`src/rtl/sinc4_pkg.sv`:
```
`timescale 1ns/1ps
package sinc4_pkg;
    localparam int ORDER = 4;
    localparam int OUT_W = 20;
    localparam int FAST_DIV = 8;

    typedef enum logic {
        RATE_SLOW = 1'b0,
        RATE_FAST = 1'b1
    } rate_e;
endpackage

```
`src/rtl/sinc4_integ.sv`:
```
`timescale 1ns/1ps
module sinc4_integ
    import sinc4_pkg::*;
#(
    parameter int W = 26
) (
    input  logic         clk,
    input  logic         rst_n,
    input  logic         clr,
    input  logic         bit_in,
    output logic [W-1:0] acc_out
);
    typedef struct packed {
        logic [ORDER-1:0][W-1:0] acc;
    } integ_t;

    integ_t st_d, st_q;
    logic [W-1:0] x;
    logic [W-1:0] run;

    assign x = bit_in ? W'(1) : '1;

    always_comb begin
        st_d = st_q;
        run  = x;
        for (int i = 0; i < ORDER; i++) begin
            st_d.acc[i] = st_q.acc[i] + run;
            run         = st_d.acc[i];
        end
        if (clr) st_d = '0;
    end

    always_ff @(posedge clk or negedge rst_n) begin
        if (!rst_n) st_q <= '0;
        else        st_q <= st_d;
    end

    assign acc_out = st_q.acc[ORDER-1];
endmodule

```
`src/rtl/sinc4_comb.sv`:
```
`timescale 1ns/1ps
module sinc4_comb
    import sinc4_pkg::*;
#(
    parameter int W = 26
) (
    input  logic         clk,
    input  logic         rst_n,
    input  logic         clr,
    input  logic         tick,
    input  logic [W-1:0] din,
    output logic [W-1:0] diff
);
    typedef struct packed {
        logic [ORDER-1:0][W-1:0] dly;
    } comb_t;

    comb_t st_d, st_q;
    logic [W-1:0] run;

    always_comb begin
        st_d = st_q;
        run  = din;
        for (int i = 0; i < ORDER; i++) begin
            if (tick) st_d.dly[i] = run;
            run = run - st_q.dly[i];
        end
        if (clr) st_d = '0;
    end

    always_ff @(posedge clk or negedge rst_n) begin
        if (!rst_n) st_q <= '0;
        else        st_q <= st_d;
    end

    assign diff = run;
endmodule

```
`src/rtl/sinc4_scale.sv`:
```
`timescale 1ns/1ps
module sinc4_scale
    import sinc4_pkg::*;
#(
    parameter int W     = 26,
    parameter int SHIFT = 5
) (
    input  logic [W-1:0]     din,
    output logic [OUT_W-1:0] code
);
    localparam int SW = W + 24;
    localparam logic signed [SW-1:0] HI = SW'((2 ** (OUT_W - 1)) - 1);
    localparam logic signed [SW-1:0] LO = -HI - SW'(1);

    logic signed [SW-1:0] ext;
    logic signed [SW-1:0] sc;

    assign ext = {{(SW - W){din[W-1]}}, din};

    generate
        if (SHIFT >= 0) begin : g_down
            assign sc = ext >>> SHIFT;
        end else begin : g_up
            assign sc = ext <<< (-SHIFT);
        end
    endgenerate

    always_comb begin
        if (sc > HI)      code = {1'b0, {(OUT_W-1){1'b1}}};
        else if (sc < LO) code = {1'b1, {(OUT_W-1){1'b0}}};
        else              code = sc[OUT_W-1:0];
    end
endmodule

```
`src/rtl/sinc4_decim.sv`:
```
`timescale 1ns/1ps
module sinc4_decim
    import sinc4_pkg::*;
#(
    parameter int R_SLOW = 64
) (
    input  logic             clk,
    input  logic             rst_n,
    input  logic             restart,
    input  logic             rate_sel,
    input  logic             mod_bit,
    output logic [OUT_W-1:0] word,
    output logic             word_valid,
    output logic             settled
);
    localparam int R_FAST = R_SLOW / FAST_DIV;
    localparam int LOG_S  = $clog2(R_SLOW);
    localparam int LOG_F  = $clog2(R_FAST);
    localparam int W      = ORDER * LOG_S + 2;
    localparam int CW     = LOG_S;
    localparam int SH_S   = ORDER * LOG_S - (OUT_W - 1);
    localparam int SH_F   = ORDER * LOG_F - (OUT_W - 1);
    localparam logic [CW-1:0] LAST_S = CW'(R_SLOW - 1);
    localparam logic [CW-1:0] LAST_F = CW'(R_FAST - 1);

    typedef struct packed {
        logic [CW-1:0]    cnt;
        rate_e            rate;
        logic [1:0]       words;
        logic [OUT_W-1:0] data;
        logic             valid;
        logic             settled;
    } ctl_t;

    ctl_t st_d, st_q;
    logic clr, tick;
    logic [W-1:0] integ_out, comb_out;
    logic [OUT_W-1:0] code_s, code_f;

    assign clr  = restart || (rate_e'(rate_sel) != st_q.rate);
    assign tick = !clr && (st_q.cnt == ((st_q.rate == RATE_FAST) ? LAST_F : LAST_S));

    sinc4_integ #(.W(W)) i_integ (
        .clk(clk), .rst_n(rst_n), .clr(clr), .bit_in(mod_bit), .acc_out(integ_out)
    );

    sinc4_comb #(.W(W)) i_comb (
        .clk(clk), .rst_n(rst_n), .clr(clr), .tick(tick), .din(integ_out), .diff(comb_out)
    );

    sinc4_scale #(.W(W), .SHIFT(SH_S)) i_scale_slow (.din(comb_out), .code(code_s));
    sinc4_scale #(.W(W), .SHIFT(SH_F)) i_scale_fast (.din(comb_out), .code(code_f));

    always_comb begin
        st_d       = st_q;
        st_d.valid = 1'b0;
        st_d.rate  = rate_e'(rate_sel);
        if (clr) begin
            st_d.cnt     = '0;
            st_d.words   = '0;
            st_d.settled = 1'b0;
        end else if (tick) begin
            st_d.cnt = '0;
            if (st_q.words == 2'd3) begin
                st_d.valid   = 1'b1;
                st_d.settled = 1'b1;
                st_d.data    = (st_q.rate == RATE_FAST) ? code_f : code_s;
            end else begin
                st_d.words = st_q.words + 2'd1;
            end
        end else begin
            st_d.cnt = st_q.cnt + CW'(1);
        end
    end

    always_ff @(posedge clk or negedge rst_n) begin
        if (!rst_n) st_q <= '{cnt: '0, rate: RATE_SLOW, words: '0, data: '0, valid: 1'b0, settled: 1'b0};
        else        st_q <= st_d;
    end

    assign word       = st_q.data;
    assign word_valid = st_q.valid;
    assign settled    = st_q.settled;
endmodule

```
`config.mk`:
```
export PLATFORM = sky130hd
export DESIGN_NAME = sinc4_decim
export DESIGN_NICKNAME = d
export VERILOG_FILES = /design/src/rtl/sinc4_pkg.sv /design/src/rtl/sinc4_integ.sv /design/src/rtl/sinc4_comb.sv /design/src/rtl/sinc4_scale.sv /design/src/rtl/sinc4_decim.sv
export SDC_FILE = /design/constraint.sdc
export NUM_CORES = 1
export LEC_CHECK = 0
export BUFFER_PORTS_ARGS = -buffer_cell sky130_fd_sc_hd__buf_2
export CAP_MARGIN = 20
export CORE_UTILIZATION = 54
export CTS_BUF_LIST = sky130_fd_sc_hd__clkbuf_4 sky130_fd_sc_hd__clkbuf_8 sky130_fd_sc_hd__clkbuf_16
export CTS_CLUSTER_SIZE = 40
export DETAILED_ROUTE_END_ITERATION = 6
export PLACE_DENSITY = 0.7
export SLEW_MARGIN = 20
export SYNTH_ARGS = -nofsm -noshare
export SYNTH_HDL_FRONTEND = slang
export SYNTH_HIERARCHICAL = 1
export SYNTH_SLANG_ARGS = --single-unit
```
`constraint.sdc`:
```
create_clock -name clk -period 13.06 [get_ports clk]
set_input_delay 1.306 -clock clk [delete_from_list [all_inputs] [get_ports clk]]
set_output_delay 1.306 -clock clk [all_outputs]
set_load 0.01 [all_outputs]
```
After elaboration in Yosys (flattened, before gate mapping)
Cells that the tools add are included.
Widths: inputs -> output; s select.

word-level totals
  bits in registers = 239
  input bits = 5
  output and inout port bits = 22
  logic and storage cells = 62

cells by class
  add/sub/neg operators = 10
  $lt $le $gt $ge = 4
  equal/unequal tests = 4
  muxes and demuxes = 21
  bitwise logic cells = 1
  reduce and logical (&&, ||, !) cells = 8

operators by type and width
  cell                  number
  $mux 104              2
  $mux 26               5
  $add 26x26->26        4
  $sub 26x26->26        4
  $mux 20               5
  $gt 33x20->1 const B  1
  $lt 33x20->1 const B  1
  $mux 24               1
  $mux 22               1
  $gt 21x20->1 const B  1
  $lt 21x20->1 const B  1
  $mux 6                3
  $add 6x1->6 const B   1
  $eq 6x6->1            1
  $mux 2                2
  $reduce_and 2->1      2
  $reduce_bool 2->1     2
  $reduce_and 3->1      1
  $add 2x1->2 const B   1
  $eq 2x2->1 const B    1
  $mux 1                2
  $ne 2x2->1 const B    1
  $logic_and 1x1->1     1
  $logic_not 1->1       1
  other kinds (3)       3

Longest topological paths before layout
  depth after elaboration = 11
  gate-level depth with buffers = 42
  gate-level depth less buffers = 39

Cells and area by module
The synthesis kept the hierarchy.

by module, submodules not included
  module                       times used  cells an instance  area an instance (um^2)  sequential area each (um^2)
  sinc4_comb                   1           1100               9331.4                   2602.5
  sinc4_integ                  1           944                8451.9                   2602.5
  sinc4_decim                  1           133                1696.6                   775.7
  sinc4_scale at i_scale_slow  1           64                 335.3                    0.0
  sinc4_scale at i_scale_fast  1           31                 242.7                    0.0

Worst setup path after synthesis
Ideal clock, no wire load.

  kind = register -> register
  start point = register i_integ.st_q, in the netlist i_integ/acc_out[0]
  end point = register st_q, in the netlist word[11]
  library setup time = 127 ps
  data arrival time = 7822 ps
  required time = 12933 ps
  setup slack = 5110 ps
  stages on the path, launching flop included = 39
  buffers on the path = 2
  period minus slack after synthesis = 7950 ps
  cell sequence = dfrtp_1 > buf_4 > inv_1 > ha_1 > fa_1 > nor2b_1 > o21a_1 > o21ai_1 > a311o_1 > nand2_1 > a21o_1 > a21oi_1 > xnor2_1 > ha_1 > and4_4 > a221o_1 > a31o_1 > a21o_2 > [... 3 more ...] > and3_1 > a22o_1 > a211oi_1 > xnor2_1 > ha_1 > a21oi_1 > o21ai_0 > a21o_1 > a31o_2 > a2111oi_0 > o21bai_1 > a21oi_1 > xor3_1 > a41oi_1 > buf_2 > a21o_1 > mux2_2 > mux2_1

on the way
  cells in the longest elaborated chain, start to end = 8
  elaborated cells on any way between the ends = 13
  those cells by class = add/sub: 4; order compare: 4; mux: 5

ends and longest elaborated chain
  what                            line               source
  start, declared                 sinc4_integ.sv:17  integ_t st_d, st_q;
  start signal, assigned          sinc4_integ.sv:35  else st_q <= st_d;
  $sub 26x26->26 * (4 in series)  sinc4_comb.sv:26   run = run - st_q.dly[i];
  via comb_out[25]                sinc4_decim.sv:37  logic [W-1:0] integ_out, comb_out;
  $lt 33x20->1                    sinc4_scale.sv:30  else if (sc < LO) code = {1'b1, {(OUT_W-1){1'b0}}};
  $mux 20                         sinc4_scale.sv:30
  $mux 20 *                       sinc4_scale.sv:29  if (sc > HI) code = {1'b0, {(OUT_W-1){1'b1}}};
  via code_f[11]                  sinc4_decim.sv:38  logic [OUT_W-1:0] code_s, code_f;
  $mux 20 *                       sinc4_decim.sv:67  st_d.data = (st_q.rate == RATE_FAST) ? code_f : code_s;
  end signal, assigned            sinc4_decim.sv:77  if (!rst_n) st_q <= '{cnt: '0, rate: RATE_SLOW, words: '0, data: '0, valid: 1'b0, settled: 1'b0};
  end signal, assigned            sinc4_decim.sv:78  else st_q <= st_d;
  end, declared                   sinc4_decim.sv:35  ctl_t st_d, st_q;

The timed path passes the listed nets; every way through them passes the cells marked *.
A chain may end at the register's enable or synchronous reset.

Worst setup path in the final report
Ends and elaborated chain as after synthesis.

==> run_summary.xml <==
<?xml version="1.0" encoding="UTF-8"?>
<metrics>
  <group name="clocking">
    <metric name="cts_tree" unit="">built</metric>
    <metric name="cts_setup_buffers" unit="">0</metric>
    <metric name="postCtsResizedCells" unit="">0</metric>
    <metric name="cts_sinks" unit="">239</metric>
    <metric name="clk_pin_slew" unit="ns">0.06</metric>
    <metric name="cts-buffers-inserted" unit="">29</metric>
    <metric name="cts_max_path_buffers" unit="">3</metric>
    <metric name="postCtsHoldBufs" unit="">0</metric>
    <metric name="htree_levels" unit="">1</metric>
    <metric name="clock-root-buffer" unit="">sky130_fd_sc_hd__clkbuf_16</metric>
    <metric name="clkLatencyLatePin" unit="ns">0.57</metric>
  </group>
  <group name="floorplan">
    <metric name="core_area" unit="mm²">0.0366</metric>
    <metric name="floorplan.initialDensity" unit="">0.548</metric>
    <metric name="fp-row-count" unit="">70</metric>
    <metric name="num_io_pins" unit="">27</metric>
    <metric name="die_w" unit="µm">195</metric>
    <metric name="die_outline_area" unit="mm²">0.0379</metric>
    <metric name="die-height" unit="µm">195</metric>
  </group>
  <group name="timing">
    <metric name="pin_slew_with_the_least_headroom_to_its_limit" unit="ns">0.979</metric>
    <metric name="fin_setup_tns" unit="ns">0</metric>
    <metric name="fin_skew" unit="ns">0.0245</metric>
    <metric name="final-hold-violation-count" unit="">0</metric>
    <metric name="drv_slew" unit="">0</metric>
    <metric name="final_min_period_over_clock_period" unit="">0.699</metric>
    <metric name="max_freq" unit="MHz">110</metric>
    <metric name="finalWorstPathRequiredPeriod" unit="ns">9.12</metric>
    <metric name="timing.final.setup_violations" unit="">0</metric>
    <metric name="fin_hold_ws" unit="ns">0.466</metric>
    <metric name="timing.slew.headroom" unit="">0.347</metric>
    <metric name="rsz_0062_raised_after_global_routing" unit="">false</metric>
  </group>
  <group name="logic_synthesis">
    <metric name="ys_top_cells_by_area" unit="">sky130_fd_sc_hd__dfrtp_1 (30%), sky130_fd_sc_hd__ha_1 (13%), sky130_fd_sc_hd__xnor2_1 (5.1%)</metric>
    <metric name="ys_dominant_reg_cell" unit="">sky130_fd_sc_hd__dfrtp_1</metric>
    <metric name="postSynthRegisterBits" unit="">239</metric>
    <metric name="synth-seq-area-share" unit="">0.298</metric>
    <metric name="post_synthesis_instance_area" unit="mm²">0.0201</metric>
    <metric name="synth_top_cell_area_share" unit="">0.298</metric>
    <metric name="syn_nets" unit="">2493</metric>
    <metric name="syn_area_per_cell" unit="µm²">8.83</metric>
    <metric name="synth.largest_area_cell" unit="">sky130_fd_sc_hd__dfrtp_1</metric>
    <metric name="syn_inst" unit="">2272</metric>
    <metric name="number_of_synthesized_flops_with_an_enable_pin" unit="">0</metric>
    <metric name="synth-warning-count" unit="">6</metric>
    <metric name="asyncSetResetFlopFracSynth" unit="">1.00</metric>
    <metric name="synth.distinct_cells" unit="">96</metric>
  </group>
  <group name="final_layout">
    <metric name="num_antenna_cells" unit="">0</metric>
    <metric name="area_taken_by_flip_flops_and_latches" unit="mm²">0.00598</metric>
    <metric name="multi_input_area" unit="mm²">0.0128</metric>
    <metric name="final.fill_count" unit="">3263</metric>
    <metric name="fin_area" unit="mm²">0.0212</metric>
    <metric name="layout-area-overhead-vs-synth" unit="%">5.73</metric>
    <metric name="post_route_cells_drive_above_1_share" unit="">0.0816</metric>
    <metric name="fin_nets" unit="">2442</metric>
  </group>
  <group name="routing">
    <metric name="drtIter0Drc" unit="">739</metric>
    <metric name="remaining_routing_drc_violations" unit="">0</metric>
    <metric name="avgViaCountPerCell" unit="">5.75</metric>
    <metric name="drtAntennaViolNets" unit="">0</metric>
    <metric name="avgRoutedWirePerCell" unit="µm">16.3</metric>
    <metric name="num_vias" unit="">15586</metric>
    <metric name="drt_pass1_iterations" unit="">5</metric>
    <metric name="finalWirelength" unit="µm">44300</metric>
  </group>
  <group name="placement">
    <metric name="gp_congestion" unit="">0.885</metric>
    <metric name="hpwl" unit="µm">33100</metric>
    <metric name="io_buffers" unit="">26</metric>
    <metric name="place_area" unit="mm²">0.0202</metric>
  </group>
  <group name="critical_path">
    <metric name="cp_max_fo" unit="">23</metric>
    <metric name="crit_path_largest_cell_delay" unit="ns">0.61</metric>
    <metric name="critPathSlowestCell" unit="">sky130_fd_sc_hd__a2111oi_0</metric>
    <metric name="path_class" unit="">reg2reg</metric>
    <metric name="worst_setup_path_end_kind" unit="">flip-flop</metric>
    <metric name="critical_path_arrival" unit="ns">9.57</metric>
    <metric name="critical_path_start_type" unit="">flip-flop</metric>
    <metric name="required_time_at_the_endpoint_of_the_critical_path" unit="ns">13.51</metric>
  </group>
  <group name="status">
    <metric name="outcome" unit="">complete, no violations</metric>
  </group>
  <group name="grt">
    <metric name="globalRouteTotalUtil" unit="">0.238</metric>
    <metric name="grt_max_degree" unit="">104</metric>
    <metric name="grt_first_pass_wirelength" unit="µm">75600</metric>
    <metric name="grt_antenna_before_repair" unit="">0</metric>
    <metric name="first_global_vias" unit="">15510</metric>
    <metric name="grt-ovfl-total" unit="">0</metric>
  </group>
  <group name="min_path">
    <metric name="hold_class" unit="">reg2reg</metric>
  </group>
  <group name="run">
    <metric name="cap_violations" unit="">0</metric>
  </group>
</metrics>
[flip-flops by register name (all words and copies together), names as in the netlist]
register / count
i_comb/st_q: 104
i_integ/acc_out: 26
i_integ/st_q: 78
settled: 1
st_q: 9
word: 20
word_valid: 1
[cell families after synthesis]
kind of cell	after synthesis	synth area share
fa+ha+maj	216	0.138
buf+inv	278	0.0651
mux	136	0.0707
xor+xnor	173	0.0770
flops	239	0.298
simple gates	662	0.160
compound gates	568	0.192
[stage by stage]
step	instances	setup slack [ns]	utilization
floorplan	2272	5.11	-
global placement	2658	4.24	0.551
detailed placement	2658	4.01	0.551
CTS	2712	3.95	0.579
global route	2712	3.20	0.579
finish	2712	3.94	0.579
[final timing paths]
kind | from | to | slack [ns] | depth (start not counted)
setup / recovery | i_integ/acc_out[0]$_DFF_PN0_ | word[11]$_DFFE_PN0P_ | 3.94 | 37
hold / removal | st_q[25]$_DFF_PN0_ | st_q[25]$_DFF_PN0_ | 0.47 | 1
setup reg to reg | i_integ/acc_out[0]$_DFF_PN0_ | word[11]$_DFFE_PN0P_ | 3.94 | 37
hold reg to reg | st_q[25]$_DFF_PN0_ | st_q[25]$_DFF_PN0_ | 0.47 | 1
max in group asynchronous | rst_n | i_integ/acc_out[24]$_DFF_PN0_ | 10.93 | 2
min in group asynchronous | rst_n | i_comb/st_q[79]$_DFFE_PN0P_ | 0.78 | 1
[worst max-delay path, delay by kind of cell (launching register included)]
kind	cells	cell delay (ns)
fa+ha+maj	5	1.62
simple gates	4	0.67
mux	2	0.57
compound gates	20	4.51
flops	1	0.37
buf+inv	2	0.38
xor+xnor	4	0.87
[cell usage after synthesis, drive strengths merged, types with 46 or more instances]
library cell    n
ha            208
xnor2         116
a21oi         154
mux2i          91
o21ai         107
nand2         111
dfrtp         239
a21o          110
inv           159
buf            78
nor2          248
xor2           55
nor2b          98
nand3          46
nor3           47
[cell usage in the layout (no fill, tap or decap), types with 9 or more instances in the layout]
cell type	count
sky130_fd_sc_hd__xnor2_1	115
sky130_fd_sc_hd__or3_1	11
sky130_fd_sc_hd__nor2b_1	97
sky130_fd_sc_hd__nand2_1	110
sky130_fd_sc_hd__o21a_1	27
sky130_fd_sc_hd__a21boi_0	9
sky130_fd_sc_hd__buf_2	25
sky130_fd_sc_hd__o21bai_1	16
sky130_fd_sc_hd__a211oi_1	27
sky130_fd_sc_hd__o211ai_1	12
sky130_fd_sc_hd__and3_1	19
sky130_fd_sc_hd__mux2_2	39
sky130_fd_sc_hd__xor2_1	55
sky130_fd_sc_hd__nand2b_1	19
sky130_fd_sc_hd__clkbuf_16	29
sky130_fd_sc_hd__nand3_1	46
sky130_fd_sc_hd__a21oi_1	150
sky130_fd_sc_hd__o31ai_1	10
sky130_fd_sc_hd__o21ai_2	10
sky130_fd_sc_hd__and2_1	9
sky130_fd_sc_hd__o21ai_0	79
sky130_fd_sc_hd__nor2_1	247
sky130_fd_sc_hd__inv_1	158
sky130_fd_sc_hd__mux2i_1	91
sky130_fd_sc_hd__dfrtp_1	239
sky130_fd_sc_hd__o21ai_1	18
sky130_fd_sc_hd__buf_4	9
sky130_fd_sc_hd__nor3_1	47
sky130_fd_sc_hd__a21o_1	105
sky130_fd_sc_hd__nand4_1	19
sky130_fd_sc_hd__a31oi_1	16
sky130_fd_sc_hd__ha_1	208
[area by class of cell]
| cell class | instances | share of cell area |
|---|---|---|
| Multi-Input combinational cell | 1755 | 0.603 |
| Sequential cell | 239 | 0.282 |
| Clock buffer | 35 | 0.0372 |
| Inverter | 160 | 0.0286 |
| Tap cell | 468 | 0.0276 |
| Clock inverter | 19 | 0.0116 |
| Timing Repair Buffer | 36 | 0.0103 |
[metal layers]
layer	part of all wire	global-route usage	vias to the layer above
met5	0	0	-
li1	-	-	7871
met2	0.48	0.426	232
met4	0.029	0.0712	0
met1	0.46	0.302	7407
met3	0.029	0.0239	76
Power is not shown: default switching activity piles up to over one toggle a cycle in this logic, so the estimate is an artifact.
